## config.mk

```make
export PLATFORM = sky130hd
export DESIGN_NAME = flash_ready_poller
export DESIGN_NICKNAME = d
export VERILOG_FILES = /design/src/rtl/fpoll_pkg.sv /design/src/rtl/fpoll_sck_gen.sv /design/src/rtl/fpoll_shifter.sv /design/src/rtl/fpoll_ctrl.sv /design/src/rtl/flash_ready_poller.sv
export SDC_FILE = /design/constraint.sdc
export NUM_CORES = 1
export LEC_CHECK = 0
export BUFFER_PORTS_ARGS = -buffer_cell sky130_fd_sc_hd__buf_4
export CAP_MARGIN = 0
export CORE_UTILIZATION = 30
export DETAILED_ROUTE_END_ITERATION = 10
export PLACE_DENSITY_LB_ADDON = 0.05
export SYNTH_ARGS = -nofsm -noshare
export SYNTH_HDL_FRONTEND = slang
export SYNTH_SLANG_ARGS = --single-unit
```

## constraint.sdc

```tcl
create_clock -name clk -period 2.4 [get_ports clk]
set_clock_uncertainty 0.1 [all_clocks]
set_input_delay 0.48 -clock clk [delete_from_list [all_inputs] [get_ports clk]]
set_output_delay 0.48 -clock clk [all_outputs]
set_load 0.02 [all_outputs]
```

## src/rtl/fpoll_pkg.sv

```systemverilog
package fpoll_pkg;

  localparam logic [7:0] RDSTAT_CMD = 8'hD7;
  localparam int         RDY_POS    = 7;
  localparam int         PROT_POS   = 1;
  localparam int         DENS_LO    = 2;
  localparam int         DENS_W     = 4;

  typedef enum logic [2:0] {
    PS_IDLE,
    PS_CMD,
    PS_FILL,
    PS_STAT,
    PS_CLOSE,
    PS_GAP
  } poll_state_e;

endpackage

```

## src/rtl/fpoll_sck_gen.sv

```systemverilog
module fpoll_sck_gen #(
  parameter int HALF_DIV = 2
) (
  input  logic clk,
  input  logic rst_n,
  input  logic run,
  output logic sck,
  output logic rise,
  output logic fall
);

  localparam int CW = (HALF_DIV > 1) ? $clog2(HALF_DIV) : 1;
  localparam logic [CW-1:0] WRAP_AT = CW'(HALF_DIV - 1);

  logic [CW-1:0] cnt_q, cnt_d;
  logic          sck_q, sck_d;
  logic          wrap;

  assign wrap = (cnt_q == WRAP_AT);

  always_comb begin
    cnt_d = cnt_q;
    sck_d = sck_q;
    if (!run) begin
      cnt_d = '0;
      sck_d = 1'b0;
    end else if (wrap) begin
      cnt_d = '0;
      sck_d = ~sck_q;
    end else begin
      cnt_d = cnt_q + 1'b1;
    end
  end

  always_ff @(posedge clk or negedge rst_n) begin
    if (!rst_n) begin
      cnt_q <= '0;
      sck_q <= 1'b0;
    end else begin
      cnt_q <= cnt_d;
      sck_q <= sck_d;
    end
  end

  assign sck  = sck_q;
  assign rise = run & wrap & ~sck_q;
  assign fall = run & wrap &  sck_q;

  // each strobe moves the clock level the way it names
  a_r10_rise_sets_high: assert property (@(posedge clk) disable iff (!rst_n)
    rise |=> sck_q);
  a_r10_fall_sets_low: assert property (@(posedge clk) disable iff (!rst_n)
    fall |=> !sck_q);

endmodule

```

## src/rtl/fpoll_shifter.sv

```systemverilog
module fpoll_shifter #(
  parameter int W = 8
) (
  input  logic         clk,
  input  logic         rst_n,
  input  logic         load,
  input  logic [W-1:0] load_val,
  input  logic         rise,
  input  logic         fall,
  input  logic         miso,
  output logic         mosi,
  output logic         byte_end,
  output logic [W-1:0] rx_byte
);

  localparam int BW = (W > 1) ? $clog2(W) : 1;
  localparam logic [BW-1:0] LAST_BIT = BW'(W - 1);

  logic [W-1:0]  tx_q, tx_d;
  logic [W-1:0]  rx_q, rx_d;
  logic [BW-1:0] bit_q, bit_d;

  always_comb begin
    tx_d  = tx_q;
    rx_d  = rx_q;
    bit_d = bit_q;
    if (load) begin
      tx_d  = load_val;
      rx_d  = '0;
      bit_d = '0;
    end else begin
      if (fall) tx_d = {tx_q[W-2:0], 1'b0};
      if (rise) begin
        rx_d  = {rx_q[W-2:0], miso};
        bit_d = (bit_q == LAST_BIT) ? '0 : bit_q + 1'b1;
      end
    end
  end

  always_ff @(posedge clk or negedge rst_n) begin
    if (!rst_n) begin
      tx_q  <= '0;
      rx_q  <= '0;
      bit_q <= '0;
    end else begin
      tx_q  <= tx_d;
      rx_q  <= rx_d;
      bit_q <= bit_d;
    end
  end

  assign mosi     = tx_q[W-1];
  assign rx_byte  = {rx_q[W-2:0], miso};
  assign byte_end = rise && (bit_q == LAST_BIT);

  // outgoing data only moves on a falling-edge strobe or a fresh load
  a_r1_mosi_hold: assert property (@(posedge clk) disable iff (!rst_n)
    (!fall && !load) |=> $stable(mosi));

endmodule

```

## src/rtl/fpoll_ctrl.sv

```systemverilog
module fpoll_ctrl
  import fpoll_pkg::*;
#(
  parameter int HALF_DIV  = 2,
  parameter int MAX_POLLS = 16
) (
  input  logic              clk,
  input  logic              rst_n,
  input  logic              start,
  input  logic              fast_sck,
  input  logic              sck,
  input  logic              fall,
  input  logic              byte_end,
  input  logic [7:0]        rx_byte,
  output logic              run,
  output logic              load,
  output logic              cs_n,
  output logic              busy,
  output logic              done,
  output logic              timeout,
  output logic              protect,
  output logic [DENS_W-1:0] density
);

  localparam int GAP_CYC = 2 * HALF_DIV;
  localparam int GW      = $clog2(GAP_CYC + 1);
  localparam int PW      = $clog2(MAX_POLLS + 1);
  localparam logic [GW-1:0] GAP_LAST  = GW'(GAP_CYC - 1);
  localparam logic [GW-1:0] GAP_FULL  = GW'(GAP_CYC);
  localparam logic [PW-1:0] POLL_LAST = PW'(MAX_POLLS - 1);
  localparam logic [PW-1:0] POLL_MAX  = PW'(MAX_POLLS);

  poll_state_e       state_q, state_d;
  logic              fast_q, fast_d;
  logic              ok_q, ok_d;
  logic              cs_n_q, cs_n_d;
  logic              run_q, run_d;
  logic              done_q, done_d;
  logic              tmo_q, tmo_d;
  logic              prot_q, prot_d;
  logic [DENS_W-1:0] dens_q, dens_d;
  logic [PW-1:0]     polls_q, polls_d;
  logic [GW-1:0]     gap_q, gap_d;

  always_comb begin
    state_d = state_q;
    fast_d  = fast_q;
    ok_d    = ok_q;
    cs_n_d  = cs_n_q;
    run_d   = run_q;
    done_d  = 1'b0;
    tmo_d   = 1'b0;
    prot_d  = prot_q;
    dens_d  = dens_q;
    polls_d = polls_q;
    gap_d   = gap_q;
    load    = 1'b0;
    unique case (state_q)
      PS_IDLE: begin
        if (start) begin
          load    = 1'b1;
          fast_d  = fast_sck;
          polls_d = '0;
          cs_n_d  = 1'b0;
          run_d   = 1'b1;
          state_d = PS_CMD;
        end
      end
      PS_CMD: begin
        if (byte_end) state_d = fast_q ? PS_FILL : PS_STAT;
      end
      PS_FILL: begin
        if (byte_end) state_d = PS_STAT;
      end
      PS_STAT: begin
        if (byte_end) begin
          prot_d  = rx_byte[PROT_POS];
          dens_d  = rx_byte[DENS_LO +: DENS_W];
          polls_d = polls_q + 1'b1;
          if (rx_byte[RDY_POS]) begin
            ok_d    = 1'b1;
            state_d = PS_CLOSE;
          end else if (polls_q == POLL_LAST) begin
            ok_d    = 1'b0;
            state_d = PS_CLOSE;
          end
        end
      end
      PS_CLOSE: begin
        if (fall) begin
          cs_n_d  = 1'b1;
          run_d   = 1'b0;
          done_d  = ok_q;
          tmo_d   = ~ok_q;
          gap_d   = '0;
          state_d = PS_GAP;
        end
      end
      PS_GAP: begin
        if (gap_q == GAP_LAST) state_d = PS_IDLE;
        else                   gap_d   = gap_q + 1'b1;
      end
      default: state_d = PS_IDLE;
    endcase
  end

  always_ff @(posedge clk or negedge rst_n) begin
    if (!rst_n) begin
      state_q <= PS_IDLE;
      fast_q  <= 1'b0;
      ok_q    <= 1'b0;
      cs_n_q  <= 1'b1;
      run_q   <= 1'b0;
      done_q  <= 1'b0;
      tmo_q   <= 1'b0;
      prot_q  <= 1'b0;
      dens_q  <= '0;
      polls_q <= '0;
      gap_q   <= '0;
    end else begin
      state_q <= state_d;
      fast_q  <= fast_d;
      ok_q    <= ok_d;
      cs_n_q  <= cs_n_d;
      run_q   <= run_d;
      done_q  <= done_d;
      tmo_q   <= tmo_d;
      prot_q  <= prot_d;
      dens_q  <= dens_d;
      polls_q <= polls_d;
      gap_q   <= gap_d;
    end
  end

  assign run     = run_q;
  assign cs_n    = cs_n_q;
  assign busy    = (state_q != PS_IDLE);
  assign done    = done_q;
  assign timeout = tmo_q;
  assign protect = prot_q;
  assign density = dens_q;

  // Checker state: consecutive cycles with chip select high, saturating
  logic [GW-1:0] hi_cnt_q;
  always_ff @(posedge clk or negedge rst_n) begin
    if (!rst_n)               hi_cnt_q <= GAP_FULL;
    else if (!cs_n_q)         hi_cnt_q <= '0;
    else if (hi_cnt_q != GAP_FULL) hi_cnt_q <= hi_cnt_q + 1'b1;
  end

  a_r1_start_selects: assert property (@(posedge clk) disable iff (!rst_n)
    (!busy && start) |=> (!cs_n_q && busy));
  a_r4_done_single: assert property (@(posedge clk) disable iff (!rst_n)
    done_q |=> !done_q);
  a_r4_release_with_end: assert property (@(posedge clk) disable iff (!rst_n)
    (done_q || tmo_q) |-> cs_n_q);
  a_r5_fields_hold: assert property (@(posedge clk) disable iff (!rst_n)
    !(byte_end && state_q == PS_STAT) |=> ($stable(prot_q) && $stable(dens_q)));
  a_r6_timeout_single: assert property (@(posedge clk) disable iff (!rst_n)
    tmo_q |=> !tmo_q);
  a_r6_no_both: assert property (@(posedge clk) disable iff (!rst_n)
    !(done_q && tmo_q));
  a_r6_poll_bound: assert property (@(posedge clk) disable iff (!rst_n)
    polls_q <= POLL_MAX);
  a_r8_sck_low_deselected: assert property (@(posedge clk) disable iff (!rst_n)
    cs_n_q |-> !sck);
  a_r8_min_high_time: assert property (@(posedge clk) disable iff (!rst_n)
    $fell(cs_n_q) |-> ($past(hi_cnt_q) >= GAP_LAST));

endmodule

```

## src/rtl/flash_ready_poller.sv

```systemverilog
module flash_ready_poller
  import fpoll_pkg::*;
#(
  parameter int HALF_DIV  = 2,
  parameter int MAX_POLLS = 16
) (
  input  logic        clk,
  input  logic        rst_n,
  input  logic        start,
  input  logic        fast_sck,
  output logic        spi_sck,
  output logic        spi_cs_n,
  output logic        spi_mosi,
  input  logic        spi_miso,
  output logic        busy,
  output logic        done,
  output logic        timeout,
  output logic        protect,
  output logic [3:0]  density
);

  logic       run, rise, fall, load, byte_end;
  logic [7:0] rx_byte;

  fpoll_sck_gen #(.HALF_DIV(HALF_DIV)) u_sck (
    .clk   (clk),
    .rst_n (rst_n),
    .run   (run),
    .sck   (spi_sck),
    .rise  (rise),
    .fall  (fall)
  );

  fpoll_shifter #(.W(8)) u_shift (
    .clk      (clk),
    .rst_n    (rst_n),
    .load     (load),
    .load_val (RDSTAT_CMD),
    .rise     (rise),
    .fall     (fall),
    .miso     (spi_miso),
    .mosi     (spi_mosi),
    .byte_end (byte_end),
    .rx_byte  (rx_byte)
  );

  fpoll_ctrl #(.HALF_DIV(HALF_DIV), .MAX_POLLS(MAX_POLLS)) u_ctrl (
    .clk      (clk),
    .rst_n    (rst_n),
    .start    (start),
    .fast_sck (fast_sck),
    .sck      (spi_sck),
    .fall     (fall),
    .byte_end (byte_end),
    .rx_byte  (rx_byte),
    .run      (run),
    .load     (load),
    .cs_n     (spi_cs_n),
    .busy     (busy),
    .done     (done),
    .timeout  (timeout),
    .protect  (protect),
    .density  (density)
  );

endmodule

```

---- Word-level counts from Yosys, hierarchy flattened ----
Cells that the tools add are included.
word-level totals
  register bits after elaboration ......... 42
  output and inout bits ................... 11
  word-level logic and storage cells ...... 99
operators by class
  mux-type cells .......................... 41
  equality and inequality tests ........... 17
  reductions and logical operators ........ 16
  bitwise logic cells ..................... 5
  $add $sub $neg .......................... 4
operators by type and width
  operator             count
  $mux 3               13
  $pmux 3 s6           1
  $mux 1               17
  $mux 8               2
  $mux 7               2
  $ne 2x2->1 const B   7
  $reduce_and 3->1     4
  $reduce_bool 2->1    6
  $mux 5               2
  $pmux 5 s2           1
  $eq 3x2->1 const B   3
  $eq 3x3->1 const B   3
  $reduce_and 7->1     1
  $add 3x1->3 const B  2
  $pmux 3 s2           1
  $add 5x1->5 const B  1
  $eq 5x4->1 const B   1
  $pmux 1 s2           2
  $reduce_and 2->1     2
  $and 1x1->1          3
  $eq 3x1->1 const B   1
  $logic_not 3->1      1
  $ne 3x2->1 const B   1
  $reduce_bool 3->1    1
  other kinds (4)      5

---- Longest topological paths before layout ----
Gate-level depths: netlist (run 1).
  word-level depth ........................ 5
  mapped depth ............................ 7

---- Cells and area by module ----
From an unflattened synthesis (run 1), not the netlist that was laid out.
second synthesis, totals
  cell total of the unflattened synthesis .. 187
  area total of the unflattened synthesis .. 1,940.6 um^2
by module, submodules not included
  module              cells each  times used  area an instance (um^2)
  fpoll_ctrl          105         1           1,034.7
  fpoll_shifter       72          1           809.5
  fpoll_sck_gen       8           1           88.8
  flash_ready_poller  2           1           7.5

---- Worst setup path after synthesis (run 1) ----
OpenSTA, ideal clock, no wires.
  path kind ............................... reg2reg
  start ................................... register u_shift.bit_q[0]
  end ..................................... register u_ctrl.polls_q[3]
  library setup time ...................... 0.069 ns
  arrival ................................. 1.632 ns
  buffers on the path ..................... 0
  cell stages (with the launch flop) ...... 7
  path slack .............................. 0.599 ns
  period minus slack after synthesis ...... 1.801 ns
  cells stage by stage .................... dfrtp_1 > ha_1 > ha_1 > nand4b_4 > or3_4 > or3_1 > nand3_1
on the way
  longest elaborated chain between the ends .. 4
ends and longest elaborated chain
  element                            line                 text
  start, declared                    fpoll_shifter.sv:21  logic [BW-1:0] bit_q, bit_d;
  start signal, assigned             fpoll_shifter.sv:48  bit_q <= bit_d;
  $eq 3x3->1                         fpoll_shifter.sv:54  assign byte_end = rise && (bit_q == LAST_BIT);
  $logic_and 1x1->1                  fpoll_shifter.sv:54
  $ne 2x2->1 (no source line)        --
  $reduce_and 3->1 (no source line)  --
  end signal, assigned               fpoll_ctrl.sv:130    polls_q <= polls_d;
  end, declared                      fpoll_ctrl.sv:42     logic [PW-1:0] polls_q, polls_d;
No other way between the ends.
A chain may end at the register's enable or synchronous reset.

---- Final worst setup path (run 1) ----
Ends and elaborated chain as after synthesis.

==> results of run 1 <==
## layout make-up
class	count	area [um2]	share of cell area [%]
flip-flops and latches	42	1052	48.14
clock inverters	1	30.03	1.374
repair buffers	18	135.1	6.182
inverters	4	15.01	0.6869
multi-input cells	145	773.2	35.37
well taps	75	93.84	4.293
clock buffers	7	86.33	3.950
## cells in the final DEF (no fill, tap or decap)
cell       instances
clkbuf_8           6
dfstp_2            1
and3_1             3
o21ai_0            8
o2bb2ai_1          1
nand2_1           62
nor2b_1            1
nor3_1             3
ha_1               6
nand4_1            1
and2_1             2
a31oi_1            1
or4b_1             1
or3_4              1
nand4b_4           1
nand3_1           18
nand2b_1           1
mux2i_1            1
a21oi_1           14
nor2_1             7
dfrtp_1           41
a22o_1             1
xor2_1             1
nor3_2             1
or3_1              3
inv_1              4
clkbuf_1           1
bufinv_16          1
buf_4             18
a211oi_1           1
o211ai_1           1
nor4_1             1
o31ai_2            1
and3b_1            1
nand3b_1           1
o21a_1             1
## registers in the layout, indices dropped and copies added, names as in the netlist
name and count:
u_ctrl.density 4, u_ctrl.state_q 3, u_ctrl.protect 1, u_shift.tx_q 8, u_ctrl.cs_n 1, u_ctrl.run 1
u_ctrl.gap_q 3, u_ctrl.polls_q 5, u_ctrl.timeout 1, u_ctrl.ok_q 1, u_shift.bit_q 3, u_shift.rx_q 7
u_sck.sck 1, u_ctrl.fast_q 1, u_sck.cnt_q 1, u_ctrl.done 1
## Yosys cell counts, types with 2 or more instances
cell type,count
inv_1,4
or3_1,3
o21ai_0,8
and2_1,2
nor2_1,7
ha_1,6
buf_4,2
buf_2,5
and3_1,3
clkbuf_1,4
nand3_1,18
nor3_1,3
a21oi_1,14
nand2_1,62
dfrtp_1,41
## final timing paths
| kind | start | endpoint | cells after the start |
|---|---|---|---|
| max in group asynchronous | rst_n | u_ctrl.cs_n$_DFFE_PN1P_ | 1 |
| min reg2reg | u_ctrl.ok_q$_DFFE_PN0P_ | u_ctrl.timeout$_DFF_PN0_ | 1 |
| min in group clk | fast_sck | u_ctrl.fast_q$_DFFE_PN0P_ | 3 |
| max | u_shift.bit_q[0]$_DFFE_PN0P_ | u_ctrl.polls_q[3]$_DFFE_PN0P_ | 6 |
| max reg2reg | u_shift.bit_q[0]$_DFFE_PN0P_ | u_ctrl.polls_q[3]$_DFFE_PN0P_ | 6 |
| min | rst_n | u_ctrl.gap_q[1]$_DFFE_PN0P_ | 1 |
## power groups by stage
stage | logic (mW) | registers [mW] | clock network (mW)
finish | 0.780 | 1.18 | 0.570
detailed placement | 0.793 | 1.20 | 0
floorplan | 0.568 | 1.18 | 0
global placement | 0.785 | 1.19 | 0
CTS | 0.795 | 1.18 | 0.593
global route | 0.900 | 1.22 | 0.615
## routing by layer
metal / up-vias / track usage [%] / wire (um)
li1: 704 / - / -
met1: 657 / 16.71 / 1739
met2: 19 / 20.33 / 1783
met3: 6 / 3.333 / 127
met4: 0 / 5.263 / 57
met5: - / 0 / 0
## logic make-up (layout without fill, tap and decap cells)
family,Yosys count,count (layout),share of synthesized area (%)
fa+ha+maj,6,6,3.952
buf+inv,16,30,3.886
simple gates,108,108,26.88
mux,1,1,0.5270
xor+xnor,1,1,0.4612
flops,42,42,55.40
compound gates,29,29,8.894
## critical path, delay by kind of cell (launching register included)
kind	cells	cell delay, ps
simple gates	4	1060
fa+ha+maj	2	400
flops	1	370
## per-stage QoR
step	hold slack (ps)	utilization, %	area (um2)	setup WS (ps)
final	72.99	36.27	2186	402.8
after global routing	105.6	36.27	2186	261.8
after CTS	88.78	36.27	2186	388.9
after detailed placement	350.5	34.34	2069	409.2
after global placement	344.8	34.34	2069	449.6
after floorplan	84.41	-	1899	599.0
==> metrics.csv, run 1 <==
metric;value;unit
outcome;finished, final reports clean;
diodes;0;
drive_gt1_share;13.82;%
rows;28;
synthDistinctLibCells;36;
dieArea;0.006654;mm2
critPathSlowestCell;or3_4;
crit_top_cell;ha_1;
cts_setup_buffers;0;
fp.dieW;81.57;um
first_iter_violations;99;
grt_max_degree;43;
coreArea;0.006026;mm2
port_buffers;15;
relSlewSlack;64.55;%
instances_no_fill;292;
finalCriticalPeriod;1997;ps
grt_pass1_vias;1321;
grt_first_pass_wirelength;6341;um
cts_root_buffer;clkbuf_8;
dp.cells;284;
cp_max_fo;13;
comb_power_share;30.8;%
h-tree-depth;2;
period_share;83.22;%
setup_viol;0;
async_reset_ff_share;100.0;%
postCtsHoldBufs;0;
syn_to_final_growth;15.09;%
fmax;500.7;MHz
path_cells;ha_1 -> ha_1 -> nand4b_4 -> or3_4 -> or3_1 -> nand3_1;
synth_cells;203;
irDropWorstVdd;0.4087;mV
cts_resized;0;
max_stage_delay;470;ps
tns;0;ps
routed_wl;3708;um
crit_path_end_kind;flip-flop;
viasPerCell;4.747;
die_y;81.57;um
nets;227;
start_util;31.52;%
dr.pass1.iters;4;
leakagePower;1.038;nW
r2r_setup_slack;400;ps
power.share.clock;22.5;%
yosysWarnings;0;
worstSetupPathType;flip-flop to flip-flop;
power_density;1157;mW/mm2
yosys_most_used_dff;dfrtp_1;
syn-num-nets;214;
cts_buffers;5;
dp_hpwl;2525;um
synth_area;0.001899;mm2
cts_sinks;42;
wl_per_cell;12.70;um
synth_top_area_cell;dfrtp_1;
startpoint_type;flip-flop;
cap_viol_max_count;0;
hp-class;input port to async pin;
overflow;0;
fill_cells;640;
clk_latency;290;ps
p_int;1.638;mW
clockBufferDepth;2;
num_vias;1386;
p_sw;0.8911;mW
synth-edff-count;0;
crit_required;2530;ps
maxSlewViolCount;0;
swShare;35.23;%
rsz0062_at_grt;no;
ys_seq_area_share;55.40;%
ys_ff_latch;42;
drc_errors;0;
hold_violations;0;
synthTopCellsByArea;dfrtp_1 54%, nand2_1 12%, nand3_1 4.7%, ha_1 4.0%, a21oi_1 3.7%;
avgSynthCellArea;9.356;um2
synth_top_area_share;54.02;%
arrival;2120;ps
grt_usage;12.86;%
clk_pin_slew;80;ps
p_total;2.529;mW
gp_congestion;0.7260;
p_seq_share;46.6;%
antenna_left;0;
io-pin-count;16;
cts_tree;done;
antenna_found_initial;0;
worst_pin_slew;531.8;ps
No activity file was read; power rests on OpenSTA's default activity.
==> run 2, diff against run 1 <==
==> constraint.sdc (replaced) <==
create_clock -name clk -period 1.6 [get_ports clk]
set_clock_uncertainty 0.1 [all_clocks]
set_input_delay 0.32 -clock clk [delete_from_list [all_inputs] [get_ports clk]]
set_output_delay 0.32 -clock clk [all_outputs]
set_load 0.02 [all_outputs]
==> metrics.csv, run 2 (same netlist as run 1, synthesis figures left out) <==
metric;value;unit
outcome;complete, but fails checks;
violations;setup timing;
antenna_found_initial;0;
final_area;0.002601;mm2
fp.dieW;81.57;um
grt_max_degree;43;
coreArea;0.006026;mm2
hold_violations;0;
setup_viol;11;
num_vias;1530;
grt_usage;14.70;%
postPlaceCellArea;0.002257;mm2
antenna_left;0;
first_iter_violations;73;
worst_pin_slew;551.5;ps
drc_errors;0;
rsz0062_at_grt;yes;
gp_congestion;0.7428;
dp_hpwl;2861;um
grt_pass1_vias;1573;
maxSlewViolCount;0;
cap_viol_max_count;0;
leakagePower;1.211;nW
multi_input_area;918.4;um2
hold_path_startpoint;fast_sck;
wl_per_cell;13.60;um
tns;-544.6;ps
fill_cells;608;
h-tree-depth;2;
diodes;0;
worstSetupStartpoint;u_ctrl.state_q[1]$_DFFE_PN0P_;
instances_no_fill;323;
io-pin-count;16;
crit_top_cell;buf_6;
crit_family;flip-flops;
relSlewSlack;63.23;%
path_cells;buf_6 -> or3_4 -> buf_6;
ff_latch_area;0.001052;mm2
cts_buffers;5;
hold-worst-slack;127.6;ps
clk_latency;290;ps
clockBufferDepth;2;
die_y;81.57;um
cts_tree;done;
layout_setup_ws;-146.1;ps
cts_root_buffer;clkbuf_8;
max_stage_delay;400;ps
r2r-start;u_ctrl.state_q[1]$_DFFE_PN0P_;
mostFrequentLayoutCells;57 x nand2_1, 41 x dfrtp_1, 37 x buf_4, 12 x a21oi_1, 11 x buf_6;
fmax;572.7;MHz
overflow;0;
largest_register;u_shift.tx_q;
power_density;1642;mW/mm2
arrival;1330;ps
crit_path_end_kind;output pin;
critPathSlowestCell;dfrtp_1;
worst-path-buf-inv;2;
routed_wl;4394;um
cp_max_fo;2;
clk_pin_slew;80;ps
largest_register_ffs;8;
final_common_cell;nand2_1;
grt_first_pass_wirelength;7251;um
dp.cells;305;
crit_required;1180;ps
irDropWorstVdd;0.6796;mV
worstSetupPathType;flip-flop to output pin;
drive_gt1_share;36.29;%
p_total;4.271;mW
dieArea;0.006654;mm2
top_regs;u_shift.tx_q: 8 flops, u_shift.rx_q: 7 flops, u_ctrl.polls_q: 5 flops;
period_share;109.1;%
rows;28;
finalCriticalPeriod;1746;ps
dr.pass1.iters;4;
viasPerCell;4.737;
start_util;31.52;%
hp-class;input port to flip-flop;
startpoint_type;flip-flop;
port_buffers;15;
nets;258;
cts_sinks;42;
syn_to_final_growth;36.96;%
-- run 2: cell types whose count changed in the layout (fill, tap and decap cells not counted), moves of 6 or more --
| cell | change |
|---|---|
| buf_4 | +19 |
| buf_6 | +11 |
| nand3_1 | -8 |
| o21ai_0 | -6 |
| nand3_2 | +8 |
-- run 2: report_power, final --
group | total (mW) | internal [mW] | switching, mW
Combinational | 1.72 | 0.823 | 0.897
Sequential | 1.72 | 1.46 | 0.263
Clock | 0.832 | 0.466 | 0.367
Total | 4.27 | 2.74 | 1.53
-- run 2: layer usage --
metal  vias up  GRT usage [%]  part of all wire [%]  wire (um)
met5         -              0                     0          0
met4         0          5.439                   1.2         51
met3         7          3.667                   2.9        126
met2        16          26.00                    50       2186
met1       740          17.09                    46       2029
li1        767              -                     -          -
-- run 2: cell type report --
class | instances | share of cell area [%]
sequential | 42 | 40.45
multi-input combinational | 145 | 35.31
timing repair buffer | 49 | 15.82
tap | 75 | 3.608
clock buffer | 6 | 2.790
clock inverter | 2 | 1.443
inverter | 4 | 0.5772
-- run 2: worst paths after layout --
kind | endpoint | slack [ps] | depth (start not counted)
worst max-delay path | busy | -150 | 3
worst min-delay path | u_ctrl.fast_q$_DFFE_PN0P_ | 130 | 3
worst max register to register | u_ctrl.polls_q[3]$_DFFE_PN0P_ | -140 | 6
worst min register to register | u_ctrl.timeout$_DFF_PN0_ | 360 | 1
max in group asynchronous | u_shift.rx_q[1]$_DFFE_PN0P_ | 560 | 2
min in group asynchronous | u_ctrl.gap_q[2]$_DFFE_PN0P_ | 450 | 2
-- run 2: metrics by stage --
step | setup WS (ps) | utilization [%]
floorplan | -135.1 | -
global placement | -109.2 | 37.46
detailed placement | -140.2 | 37.46
CTS | -145.5 | 41.28
global route | -210.7 | 43.17
finish | -146.1 | 43.17
-- run 2: timing repair --
item	in CTS	in global routing
hold endpoints to repair	41	0
setup buffers	4	4
cloned	0	1
setup endpoints to repair	14	18
pin swaps	15	9
resized for setup	22	24
hold buffers	1	0
-- run 2: tightest hold or removal path: cells and delay by family --
kind | cells | cell delay, ps
AND/OR/NAND/NOR | 2 | 90
buffers and inverters | 1 | 70
==> run 3, diff against run 2 <==
--- a/config.mk
+++ b/config.mk
@@ -10,6 +10,7 @@
 export CORE_UTILIZATION = 30
 export DETAILED_ROUTE_END_ITERATION = 10
 export PLACE_DENSITY_LB_ADDON = 0.05
+export REMOVE_ABC_BUFFERS = 1
 export SYNTH_ARGS = -nofsm -noshare
 export SYNTH_HDL_FRONTEND = slang
 export SYNTH_SLANG_ARGS = --single-unit
==> metrics.csv, run 3 (same netlist as run 1, synthesis figures left out) <==
metric;value;unit
outcome;complete, but fails checks;
violations;setup timing;
arrival;1880;ps
wl_per_cell;13.43;um
finalCriticalPeriod;1755;ps
dp_hpwl;2987;um
leakagePower;1.191;nW
grt_use_met2;23.42;%
worst_pin_slew;532.6;ps
coreArea;0.006026;mm2
clk_latency;290;ps
layout_setup_ws;-155.0;ps
fp.dieW;81.57;um
die_y;81.57;um
tns;-849.0;ps
gp_congestion;0.7301;
grt_usage;14.94;%
diodes;0;
grt_first_pass_wirelength;7396;um
grt-busiest-layer;met2;
first_iter_violations;68;
overflow;0;
fmax;569.8;MHz
syn_to_final_growth;33.66;%
hp-class;input port to flip-flop;
dr.pass1.iters;4;
irDropWorstVdd;0.5635;mV
cp_max_fo;3;
cts_sinks;42;
worstSetupPathType;flip-flop to flip-flop;
num_vias;1554;
cts_root_buffer;clkbuf_8;
nets;259;
crit_required;1730;ps
grt_max_degree;43;
final_common_cell;nand2_1;
io-pin-count;16;
period_share;109.7;%
gr-usage-met3;3.778;%
maxSlewViolCount;0;
viasPerCell;4.811;
start_util;31.52;%
largest_register;u_shift.tx_q;
clk_pin_slew;70;ps
grt_pass1_vias;1543;
routed_wl;4337;um
cap_viol_max_count;0;
port_buffers;15;
power_density;1603;mW/mm2
top_regs;u_shift.tx_q: 8 flops, u_shift.rx_q: 7 flops, u_ctrl.polls_q: 5 flops;
hold_violations;0;
crit_path_end_kind;flip-flop;
fin_util;42.13;%
antenna_left;0;
startpoint_type;flip-flop;
cts_buffers;5;
setup_viol;11;
dieArea;0.006654;mm2
fill_cells;622;
antenna_found_initial;0;
relSlewSlack;64.49;%
cts_tree;done;
mostFrequentLayoutCells;62 x nand2_1, 41 x buf_4, 40 x dfrtp_1, 14 x a21oi_1, 12 x nand3_1;
grt.met1_usage;19.96;%
largest_register_ffs;8;
drc_errors;0;
h-tree-depth;2;
rows;28;
clockBufferDepth;2;
rsz0062_at_grt;yes;
drive_gt1_share;31.85;%
[run 3: cell count changes in the layout (fill, tap and decap cells not counted), moves of 4 or more]
cell	previous run	this run
buf_4	37	41
buf_6	11	6
nand2_1	57	62
nand2_2	5	0
[run 3: routing by layer]
layer / wire [um] / vias to the layer above
met5: 0 / -
met1: 2080 / 759
li1: - / 772
met4: 67 / 0
met3: 119 / 7
met2: 2070 / 16
[run 3: metrics by stage]
step | instance area [um2] | power, mW | cells | hold WS, ps | setup slack [ps]
after global placement | 2247 | 3.218 | 306 | 238.8 | -165.8
after global routing | 2539 | 4.424 | 323 | 141.9 | -223.6
after detailed placement | 2247 | 3.268 | 306 | 248.3 | -198.5
after CTS | 2407 | 4.039 | 317 | 112.7 | -153.1
final | 2539 | 4.069 | 323 | 118.8 | -155.0
after floorplan | 1841 | 2.573 | 191 | -75.59 | -262.5
[run 3: worst paths after layout]
path | startpoint | to | slack, ps | cells after the start
min in group asynchronous | rst_n | u_ctrl.fast_q$_DFFE_PN0P_ | 460 | 2
setup reg to reg | u_shift.bit_q[0]$_DFFE_PN0P_ | u_ctrl.polls_q[3]$_DFFE_PN0P_ | -150 | 6
max in group asynchronous | rst_n | u_ctrl.run$_DFFE_PN0P_ | 550 | 2
setup / recovery | u_shift.bit_q[0]$_DFFE_PN0P_ | u_ctrl.polls_q[3]$_DFFE_PN0P_ | -150 | 6
hold reg to reg | u_ctrl.density[0]$_DFFE_PN0P_ | u_ctrl.density[0]$_DFFE_PN0P_ | 380 | 2
hold / removal | fast_sck | u_ctrl.fast_q$_DFFE_PN0P_ | 120 | 3
[run 3: final cells by class]
| class | count | area [um2] | share of cell area, % |
|---|---|---|---|
| repair buffers | 50 | 425.4 | 16.76 |
| flip-flops and latches | 42 | 1054 | 41.50 |
| well taps | 75 | 93.84 | 3.696 |
| inverters | 4 | 15.01 | 0.5914 |
| clock buffers | 7 | 76.32 | 3.006 |
| multi-input cells | 145 | 874.6 | 34.45 |
[run 3: power by group]
group / internal, mW / switching, mW / leakage, nW
sequential: 1.46 / 0.269 / 0.533
combinational: 0.812 / 0.898 / 0.620
clock: 0.300 / 0.333 / 0.0383
total: 2.57 / 1.50 / 1.19
[run 3: repair_timing]
item | in CTS | in global routing
pin swaps | 6 | 7
resized for setup | 13 | 21
hold buffers | 1 | 0
buffers inserted | 4 | 6
setup endpoints to repair | 14 | 18
endpoints found under the hold margin | 41 | 0
[run 3: critical path, stage by stage, from the launching register on]
cell and delay (ps):
dfrtp_1 360, ha_2 200, ha_4 140, nand4b_4 100, or3_4 390, or3_4 340
nand3_2 60
